### src/rtl/tw_pkg.sv
// Shared constants and types for the two-wire command front end.
// Assumes 8-bit bus bytes, a 4-bit device type and three strap bits.
package tw_pkg;

    localparam int          STRAP_W = 3;
    localparam logic [3:0]  DEV_ID  = 4'b0101;
    localparam logic [2:0]  OP_110  = 3'b110;   // load-type opcode with read flag set
    localparam logic [2:0]  OP_111  = 3'b111;   // store opcode without data

    typedef enum logic [2:0] {
        L_IDLE,
        L_RX,
        L_ACK,
        L_TX,
        L_MACK,
        L_DONE
    } link_st_t;

endpackage

### src/rtl/tw_pin_sync.sv
// Brings the bus clock and data lines into the system clock domain and
// reports their edges, plus start and stop conditions.
// Assumes the system clock is several times faster than the bus clock;
// both lines pass through the same number of stages so their relative order holds.
module tw_pin_sync #(
    parameter int STAGES = 2
) (
    input  logic clk,
    input  logic rst_n,
    input  logic scl_i,
    input  logic sda_i,
    output logic sda_s,
    output logic scl_rise,
    output logic scl_fall,
    output logic evt_start,
    output logic evt_stop
);

    logic [1:0] raw;
    logic [1:0] synced;
    logic       scl_q;
    logic       sda_q;

    assign raw = {sda_i, scl_i};

    for (genvar g = 0; g < 2; g++) begin : g_line
        logic [STAGES-1:0] pipe;
        // Purpose: metastability chain for one bus line, idles high.
        always_ff @(posedge clk) begin
            if (!rst_n) pipe <= '1;
            else        pipe <= {pipe[STAGES-2:0], raw[g]};
        end
        assign synced[g] = pipe[STAGES-1];
    end

    // Purpose: one-cycle history of both synchronized lines.
    always_ff @(posedge clk) begin
        if (!rst_n) begin
            scl_q <= 1'b1;
            sda_q <= 1'b1;
        end else begin
            scl_q <= synced[0];
            sda_q <= synced[1];
        end
    end

    // Purpose: edge and bus-condition decode.
    always_comb begin
        sda_s     = synced[1];
        scl_rise  = synced[0] & ~scl_q;
        scl_fall  = ~synced[0] & scl_q;
        evt_start = synced[0] & scl_q & sda_q & ~synced[1];
        evt_stop  = synced[0] & scl_q & ~sda_q & synced[1];
    end

endmodule

### src/rtl/tw_decode.sv
// Combinational decode of the address byte and the command class.
// Assumes the address byte upper seven bits and the latched flag/opcode.
module tw_decode
    import tw_pkg::*;
(
    input  logic [6:0]         addr_hi,
    input  logic [STRAP_W-1:0] strap,
    input  logic               rw,
    input  logic [2:0]         op,
    output logic               addr_match,
    output logic               cls_read,
    output logic               cls_nodata,
    output logic               cls_store
);

    // Purpose: compare address and sort the command into its class.
    always_comb begin
        addr_match = (addr_hi == {DEV_ID, strap});
        cls_read   = rw && (op != OP_110);
        cls_nodata = rw ? (op == OP_110) : (op == OP_111);
        cls_store  = !rw && (op[2:1] == 2'b11);
    end

endmodule

### src/rtl/tw_link_fsm.sv
// Byte engine and command sequencer of the front end: shifts bits in and
// out, decides acknowledges, tracks byte position and fires the strobe.
// Assumes edge and condition events from tw_pin_sync and class bits from
// tw_decode; start and stop take priority over clock edges.
module tw_link_fsm
    import tw_pkg::*;
#(
    parameter int VAL_W = 10,
    localparam int HI_W = VAL_W - 8,
    localparam int PAD  = 8 - HI_W
) (
    input  logic             clk,
    input  logic             rst_n,
    input  logic             sda_s,
    input  logic             scl_rise,
    input  logic             scl_fall,
    input  logic             evt_start,
    input  logic             evt_stop,
    input  logic             core_busy,
    input  logic [VAL_W-1:0] core_rdata,
    input  logic             addr_match,
    input  logic             cls_read,
    input  logic             cls_nodata,
    input  logic             cls_store,
    output logic [7:0]       shreg,
    output logic             rw_q,
    output logic [2:0]       op_q,
    output logic [1:0]       reg_q,
    output logic [VAL_W-1:0] wdata_q,
    output logic             exec_q,
    output logic             oe_q,
    output logic [1:0]       byte_idx
);

    link_st_t        st;
    logic [3:0]      bit_cnt;
    logic            byte_done;
    logic [HI_W-1:0] hi_q;
    logic [7:0]      tx_sr;
    logic [7:0]      lo_q;
    logic            tx_second;
    logic            macked;
    logic            store_pend;
    logic [7:0]      rd_hi_byte;

    // Purpose: first byte of a read reply, padded with released bits.
    assign rd_hi_byte = {{PAD{1'b1}}, core_rdata[VAL_W-1:8]};

    // Purpose: the whole link sequencer.
    always_ff @(posedge clk) begin
        if (!rst_n) begin
            st         <= L_IDLE;
            bit_cnt    <= '0;
            byte_done  <= 1'b0;
            byte_idx   <= '0;
            shreg      <= '0;
            rw_q       <= 1'b0;
            op_q       <= '0;
            reg_q      <= '0;
            hi_q       <= '0;
            wdata_q    <= '0;
            tx_sr      <= '0;
            lo_q       <= '0;
            tx_second  <= 1'b0;
            macked     <= 1'b0;
            store_pend <= 1'b0;
            exec_q     <= 1'b0;
            oe_q       <= 1'b0;
        end else begin
            exec_q <= 1'b0;
            if (evt_start) begin
                st         <= L_RX;
                bit_cnt    <= '0;
                byte_idx   <= '0;
                byte_done  <= 1'b0;
                oe_q       <= 1'b0;
                store_pend <= 1'b0;
            end else if (evt_stop) begin
                st         <= L_IDLE;
                oe_q       <= 1'b0;
                byte_done  <= 1'b0;
                exec_q     <= store_pend;
                store_pend <= 1'b0;
            end else begin
                case (st)
                    L_RX: begin
                        if (scl_rise) begin
                            shreg <= {shreg[6:0], sda_s};
                            if (bit_cnt == 4'd7) begin
                                bit_cnt   <= '0;
                                byte_done <= 1'b1;
                            end else begin
                                bit_cnt <= bit_cnt + 4'd1;
                            end
                        end else if (scl_fall && byte_done) begin
                            byte_done <= 1'b0;
                            case (byte_idx)
                                2'd0: begin
                                    if (addr_match && !core_busy) begin
                                        rw_q <= shreg[0];
                                        oe_q <= 1'b1;
                                        st   <= L_ACK;
                                    end else begin
                                        st <= L_DONE;
                                    end
                                end
                                2'd1: begin
                                    op_q  <= shreg[7:5];
                                    reg_q <= shreg[3:2];
                                    oe_q  <= 1'b1;
                                    st    <= L_ACK;
                                end
                                2'd2: begin
                                    hi_q <= shreg[HI_W-1:0];
                                    oe_q <= 1'b1;
                                    st   <= L_ACK;
                                end
                                default: begin
                                    wdata_q <= {hi_q, shreg};
                                    oe_q    <= 1'b1;
                                    st      <= L_ACK;
                                end
                            endcase
                        end
                    end
                    L_ACK: begin
                        if (scl_fall) begin
                            oe_q <= 1'b0;
                            case (byte_idx)
                                2'd0: begin
                                    byte_idx <= 2'd1;
                                    st       <= L_RX;
                                end
                                2'd1: begin
                                    if (cls_read) begin
                                        exec_q    <= 1'b1;
                                        tx_sr     <= rd_hi_byte;
                                        lo_q      <= core_rdata[7:0];
                                        oe_q      <= ~rd_hi_byte[7];
                                        tx_second <= 1'b0;
                                        bit_cnt   <= '0;
                                        st        <= L_TX;
                                    end else if (cls_nodata) begin
                                        if (cls_store) store_pend <= 1'b1;
                                        else           exec_q     <= 1'b1;
                                        st <= L_DONE;
                                    end else begin
                                        byte_idx <= 2'd2;
                                        st       <= L_RX;
                                    end
                                end
                                2'd2: begin
                                    byte_idx <= 2'd3;
                                    st       <= L_RX;
                                end
                                default: begin
                                    if (cls_store) store_pend <= 1'b1;
                                    else           exec_q     <= 1'b1;
                                    st <= L_DONE;
                                end
                            endcase
                        end
                    end
                    L_TX: begin
                        if (scl_rise) begin
                            bit_cnt <= bit_cnt + 4'd1;
                        end else if (scl_fall) begin
                            if (bit_cnt == 4'd8) begin
                                oe_q    <= 1'b0;
                                bit_cnt <= '0;
                                st      <= L_MACK;
                            end else begin
                                oe_q  <= ~tx_sr[6];
                                tx_sr <= {tx_sr[6:0], 1'b1};
                            end
                        end
                    end
                    L_MACK: begin
                        if (scl_rise) begin
                            macked <= ~sda_s;
                        end else if (scl_fall) begin
                            if (macked && !tx_second) begin
                                tx_second <= 1'b1;
                                tx_sr     <= lo_q;
                                oe_q      <= ~lo_q[7];
                                st        <= L_TX;
                            end else begin
                                st <= L_DONE;
                            end
                        end
                    end
                    default: ;
                endcase
            end
        end
    end

endmodule

### src/rtl/twowire_cmd_front.sv
// Top of the two-wire slave command front end: synchronizer, decoder and
// link sequencer. Assumes an external open-drain pad driven low by sda_oe_o
// and a register core that answers core_rdata_i combinationally from the
// presented command fields.
module twowire_cmd_front
    import tw_pkg::*;
#(
    parameter int SYNC_STAGES = 2,
    parameter int VAL_W       = 10
) (
    input  logic               clk,
    input  logic               rst_n,
    input  logic               scl_i,
    input  logic               sda_i,
    input  logic [STRAP_W-1:0] strap_i,
    output logic               sda_oe_o,
    input  logic               core_busy_i,
    input  logic [VAL_W-1:0]   core_rdata_i,
    output logic               cmd_exec_o,
    output logic               cmd_rd_o,
    output logic [2:0]         cmd_op_o,
    output logic [1:0]         cmd_reg_o,
    output logic [VAL_W-1:0]   cmd_wdata_o
);

    logic       sda_s;
    logic       scl_rise;
    logic       scl_fall;
    logic       evt_start;
    logic       evt_stop;
    logic [7:0] shreg;
    logic       addr_match;
    logic       cls_read;
    logic       cls_nodata;
    logic       cls_store;
    logic [1:0] byte_idx;

    tw_pin_sync #(.STAGES(SYNC_STAGES)) u_sync (
        .clk       (clk),
        .rst_n     (rst_n),
        .scl_i     (scl_i),
        .sda_i     (sda_i),
        .sda_s     (sda_s),
        .scl_rise  (scl_rise),
        .scl_fall  (scl_fall),
        .evt_start (evt_start),
        .evt_stop  (evt_stop)
    );

    tw_decode u_dec (
        .addr_hi    (shreg[7:1]),
        .strap      (strap_i),
        .rw         (cmd_rd_o),
        .op         (cmd_op_o),
        .addr_match (addr_match),
        .cls_read   (cls_read),
        .cls_nodata (cls_nodata),
        .cls_store  (cls_store)
    );

    tw_link_fsm #(.VAL_W(VAL_W)) u_link (
        .clk        (clk),
        .rst_n      (rst_n),
        .sda_s      (sda_s),
        .scl_rise   (scl_rise),
        .scl_fall   (scl_fall),
        .evt_start  (evt_start),
        .evt_stop   (evt_stop),
        .core_busy  (core_busy_i),
        .core_rdata (core_rdata_i),
        .addr_match (addr_match),
        .cls_read   (cls_read),
        .cls_nodata (cls_nodata),
        .cls_store  (cls_store),
        .shreg      (shreg),
        .rw_q       (cmd_rd_o),
        .op_q       (cmd_op_o),
        .reg_q      (cmd_reg_o),
        .wdata_q    (cmd_wdata_o),
        .exec_q     (cmd_exec_o),
        .oe_q       (sda_oe_o),
        .byte_idx   (byte_idx)
    );

endmodule

### config.mk
export PLATFORM = sky130hd
export DESIGN_NAME = twowire_cmd_front
export DESIGN_NICKNAME = d
export VERILOG_FILES = /design/src/rtl/tw_pkg.sv /design/src/rtl/tw_pin_sync.sv /design/src/rtl/tw_decode.sv /design/src/rtl/tw_link_fsm.sv /design/src/rtl/twowire_cmd_front.sv
export SDC_FILE = /design/constraint.sdc
export NUM_CORES = 1
export LEC_CHECK = 0
export ABC_AREA = 1
export ABC_CLOCK_PERIOD_IN_PS = 1800
export BUFFER_PORTS_ARGS = -buffer_cell sky130_fd_sc_hd__buf_2
export CAP_MARGIN = 20
export CORE_ASPECT_RATIO = 0.5
export CORE_UTILIZATION = 55
export DETAILED_ROUTE_END_ITERATION = 6
export PLACE_DENSITY = 0.76
export SLEW_MARGIN = 15
export SYNTH_ARGS = -nofsm -noshare
export SYNTH_HDL_FRONTEND = slang
export SYNTH_SLANG_ARGS = --single-unit
### constraint.sdc
create_clock -name clk -period 1.8 [get_ports clk]
set_input_delay 0.09 -clock clk [delete_from_list [all_inputs] [get_ports clk]]
set_output_delay 0.09 -clock clk [all_outputs]
set_load 0.01 [all_outputs]
# == Yosys cells after proc, flatten, opt, wreduce, memory -nomap -nowiden ==
# Cells that the tools add are included.
# op_classes
bitwise_logic,19
muxes,73
n_eq_ne,41
n_reduce_logical,36
n_addsub,1
# ops
op,n
two-way mux 7 bit,9
two-way mux 3 bit,13
two-way mux 1 bit,32
two-way mux 4 bit,8
AND reduction 6 bit,5
AND reduction 9 bit,3
case mux 7 bit (3 select lines),1
"inequality test 4 x 3 -> 1 bit, second input constant",5
"inequality test 2 bit, second input constant",9
"inequality test 2 x 1 -> 1 bit, second input constant",8
"inequality test 4 bit, second input constant",3
inverter 1 bit,12
case mux 3 bit (4 select lines),1
case mux 4 bit (3 select lines),1
AND reduction 12 bit,1
AND reduction 10 bit,1
"equality test 3 bit, second input constant",3
"inequality test 3 x 2 -> 1 bit, second input constant",3
nonzero test 3 bit,3
AND reduction 4 bit,2
AND reduction 8 bit,1
bitwise AND 1 bit,7
equality test 7 x 6 -> 1 bit,1
AND reduction 7 bit,1
23 further kinds,37
# totals
register_bits,62
in_bits,18

# == Longest topological paths before layout ==
# depth
depth_word,9
depth_mapped,12
mapped_depth_nobuf,11

# == By module ==
# From an unflattened synthesis, not the netlist that was laid out.
# unflattened
cells_unflattened,470
area_unflattened_um2,3118.0
# modules_own_cells
mod,area_each_um2,n_inst,cells_per_inst,seq_area_each_um2
tw_link_fsm,2805.2,1,416,1121.1
tw_pin_sync,198.9,1,27,120.1
tw_decode,113.9,1,27,0.0

# == Worst setup path after synthesis ==
# No wires, ideal clock.
# synth_timing
path_kind,register -> register
startpoint,register u_link.byte_idx[1]
endpoint,register u_link.tx_sr[0]
required_ps,1689
path_slack_ps,301
n_path_buf,1
t_arrival_ps,1388
stages_incl_launch_ff,11
cell_sequence,dfxtp_1 > inv_1 > ha_1 > nand3_1 > nand2_2 > inv_2 > nor2_8 > and2_4 > buf_8 > nor2_2 > nor2_2
# synth_between
elab_chain_len,3
# synth_lines
element,line_no,text
from (decl),tw_link_fsm.sv:32,output logic [1:0] byte_idx
from (signal assigned),tw_link_fsm.sv:55,byte_idx <= '0;
from (signal assigned),tw_link_fsm.sv:74,byte_idx <= '0;
from (signal assigned),tw_link_fsm.sv:131,byte_idx <= 2'd1;
equality test 2 x 1 -> 1 bit,tw_link_fsm.sv:129,case (byte_idx)
inequality test 2 x 1 -> 1 bit (no source line),--,
AND reduction 12 bit (no source line),--,
to (signal assigned),tw_link_fsm.sv:137,tx_sr <= rd_hi_byte;
to (signal assigned),tw_link_fsm.sv:174,"tx_sr <= {tx_sr[6:0], 1'b1};"
to (signal assigned),tw_link_fsm.sv:184,tx_sr <= lo_q;
to (decl),tw_link_fsm.sv:39,logic [7:0] tx_sr;
# Every way passes these cells.
# A chain may end at the register's enable or synchronous reset.

# == Worst setup path in the final report ==
# layout_timing
startpoint,register u_link.byte_idx[1]
endpoint,register u_link.bit_cnt[0]
# layout_between
elab_chain_len,3
# layout_lines
element,line_no,text
equality test 2 x 1 -> 1 bit,tw_link_fsm.sv:129,
inequality test 2 x 1 -> 1 bit (no source line),--,
AND reduction 8 bit (no source line),--,
to (signal assigned),tw_link_fsm.sv:93,bit_cnt <= bit_cnt + 4'd1;
to (signal assigned),tw_link_fsm.sv:166,bit_cnt <= bit_cnt + 4'd1;
to (decl),tw_link_fsm.sv:36,logic [3:0] bit_cnt;
# Every way passes these cells.

==> impl_metrics.ini <==
[setup_path]
cpMostUsedCell = nand2_1
worstPathRequired_ns = 2.02
cpMaxStageDelayCell = dfxtp_1
cp_top_family = simple AND/OR/NAND/NOR gates
startpoint = u_link.byte_idx[1]
crit_type = reg2reg
arrival_ns = 1.88
crit_end = u_link.bit_cnt[0]
cp-end-kind = flip-flop
worst_setup_path_start_kind = flip-flop
crit_fanout = 5
r2r_slack_ns = 0.14
crit_chain = inv_1, ha_1, nand3_2, nand2_2, nand2_1, nor2_2, nand2_1, a21oi_1, nor2_1
cp.depth = 9
r2r-end = u_link.bit_cnt[0]
slowest_delay_ns = 0.33
r2r_start = u_link.byte_idx[1]
crit_buf_inv = 1
ff2ff_path_depth = 9

[timing]
period_needed_ns = 1.659
min_period_over_period = 0.9217
rsz0062_at_grt = yes
slew_violations = 0
skew_ns = 0.008970
maxSlewHeadroom = 0.6497
fmax_ghz = 0.6027
tns_ns = 0
setup_viol = 0
hold_viol = 0
worst_slew_pin_slew_ns = 0.5235

[yosys]
synth_cells = 438
synth-seq-cells = 62
yosysWarnings = 0
synth_area_um2 = 3114
syn_nets = 462
syn_avg_cell_area_um2 = 7.110
ys_seq_area_frac = 0.3986
synth_cell_types = 38

[clock_network]
root_buffer = clkbuf_16
post_cts_buffers = 0
clk_path_buf_depth = 2
cts_tree = yes
insertion_delay_ns = 0.33
cts_htree_levels = 3
clkTransAtPathRegs_ns = 0.06
clock-sinks = 62
numCtsBuffers = 9

[global_route]
grt_pass1_wl_mm = 12.23
first_global_vias = 2639
antenna_found_initial = 0
gr-total-overflow = 0
grt_max_degree = 47
track_usage = 0.2640

[worst_hold_path]
hold_depth = 3
hold_path_startpoint = core_rdata_i[6]
hold_path.class = in2reg

[place]
portBuffers = 35
dp_hpwl_mm = 5.322
gp_congestion = 0.9420

[floorplan]
die_area_um2 = 5986
die_w_um = 108.4
rows = 18
num_io_pins = 36
die_y_um = 55.21
core_um2 = 5180
start_util = 0.6012

[routing]
drc = 0
wl_per_cell_um = 13.40
via_count = 2925
wl_mm = 7.448
firstDrtPassIters = 5
via_per_inst = 5.261
ant_nets = 0
initialDrtViolationCount = 234

[outcome]
status = complete, no violations

[power_and_ir_drop]
powerDensity_nw_per_um2 = 1179
ir_drop_uv = 707.7
p_total_mw = 4.359
leakagePower_nw = 1.709

[flow_run]
max_cap_violations = 0

[layout]
fin_nets = 505
area_growth_pct = 18.76
layout-drive-gt1-share = 0.2263
antenna_cells = 0
[what timing repair did]
item	in CTS	in global routing
resized for setup	0	7
endpoints found under the hold margin	3	0
hold buffers	3	0
setup endpoints to repair	0	21
[power by group]
part | internal (mW) | switching, mW | total [mW] | leakage [nW]
clock network | 1.09 | 0.684 | 1.77 | 0.144
logic | 0.363 | 0.656 | 1.02 | 1.06
registers | 1.47 | 0.0955 | 1.57 | 0.503
total | 2.92 | 1.44 | 4.36 | 1.71
[layout by cell type, fill, tap and decap left out, types with 2 or more instances in the layout]
master,n
a21oi_1,43
buf_2,35
buf_4,5
clkbuf_16,9
clkinv_4,2
clkinvlp_4,2
dfxtp_1,60
dfxtp_2,2
dlygate4sd3_1,3
ha_1,6
inv_1,48
inv_2,6
inv_4,2
nand2_1,77
nand2_2,6
nand2_4,3
nand3_1,22
nand3_4,2
nand4_1,3
nor2_1,53
nor2_2,19
nor2_4,5
nor3_1,3
o21ai_0,42
o21ai_1,6
o21ai_2,2
or2_2,4
[state kept, by name, summed over array words and instances (netlist names)]
signal	cells
u_link.wdata_q	10
u_link.lo_q	8
u_link.shreg	8
u_link.tx_sr	7
u_link.bit_cnt	4
u_sync.g_line.pipe	4
u_link.op_q	3
u_link.st	3
u_link.byte_idx	2
u_link.hi_q	2
u_link.reg_q	2
u_link.byte_done	1
u_link.exec_q	1
u_link.macked	1
u_link.oe_q	1
u_link.rw_q	1
u_link.store_pend	1
u_link.tx_second	1
u_sync.scl_q	1
u_sync.sda_q	1
[worst min path at each step]
stage	to	slack [ns]
floorplan	u_sync.g_line[0].pipe[0]	0.20
global placement	u_sync.g_line[1].pipe[0]	0.28
detailed placement	u_sync.g_line[1].pipe[0]	0.28
CTS	u_link.lo_q[6]	0.01
global route	u_link.lo_q[6]	0.05
finish	u_link.lo_q[6]	0.02
[synthesized netlist by cell type (all sizes together)]
library cell / number / area (um2)
nor4: 1 / 6.260
o211a: 1 / 10.01
o21bai: 1 / 7.510
and2: 1 / 8.760
ha: 6 / 75.07
inv: 56 / 215.2
nor3: 3 / 15.01
nand3: 25 / 142.6
xnor2: 1 / 8.760
nor3b: 1 / 7.510
nor2: 78 / 389.1
o21a: 1 / 7.510
a21oi: 43 / 215.2
dfxtp: 62 / 1241
nand4: 3 / 18.77
nand2: 86 / 360.4
xor2: 1 / 8.760
o21ai: 50 / 254.0
or2: 4 / 25.02
a31oi: 1 / 6.260
and3: 1 / 6.260
nand3b: 1 / 7.510
clkbuf: 4 / 15.01
buf: 7 / 62.55
[tightest hold or removal path, stage by stage]
cell and delay, ns:
buf_2 0.09, nor2_1 0.04, nor2_1 0.08
[layer usage]
layer	vias to the layer above	share of wire	GRT usage
li1	1489	-	-
met1	1337	0.48	0.3624
met2	90	0.44	0.4051
met3	9	0.070	0.07674
met4	0	0.010	0.06950
met5	-	0	0
[stage by stage]
stage	cell area [um2]	worst slack, ns	util	instances	hold WS [ns]
5_1_grt	3699	0.002482	0.7140	556	0.04998
4_1_cts	3675	0.08237	0.7094	556	0.01186
3_3_place_gp	3337	0.1187	0.6442	537	0.2781
2_1_floorplan	3114	0.3014	-	438	0.1966
6_report	3699	0.1409	0.7140	556	0.01563
3_5_place_dp	3337	0.1007	0.6442	537	0.2815
[layout make-up]
class                           instances  area [um2]
Fill cell                             404        1481
Sequential cell                        62        1244
Timing Repair Buffer                   43       242.7
Inverter                               56       215.2
Clock buffer                            9       225.2
Clock inverter                          7       82.58
Multi-Input combinational cell        309        1602
Tap cell                               70       87.58
[logic make-up after synthesis]
kind of cell / count (synthesis) / synth area share
flops: 62 / 0.3986
xor+xnor: 2 / 0.005626
compound gates: 97 / 0.1607
buf+inv: 67 / 0.09401
fa+ha+maj: 6 / 0.02411
simple gates: 204 / 0.3170
Note: power is estimated with default switching activity, not from simulation.
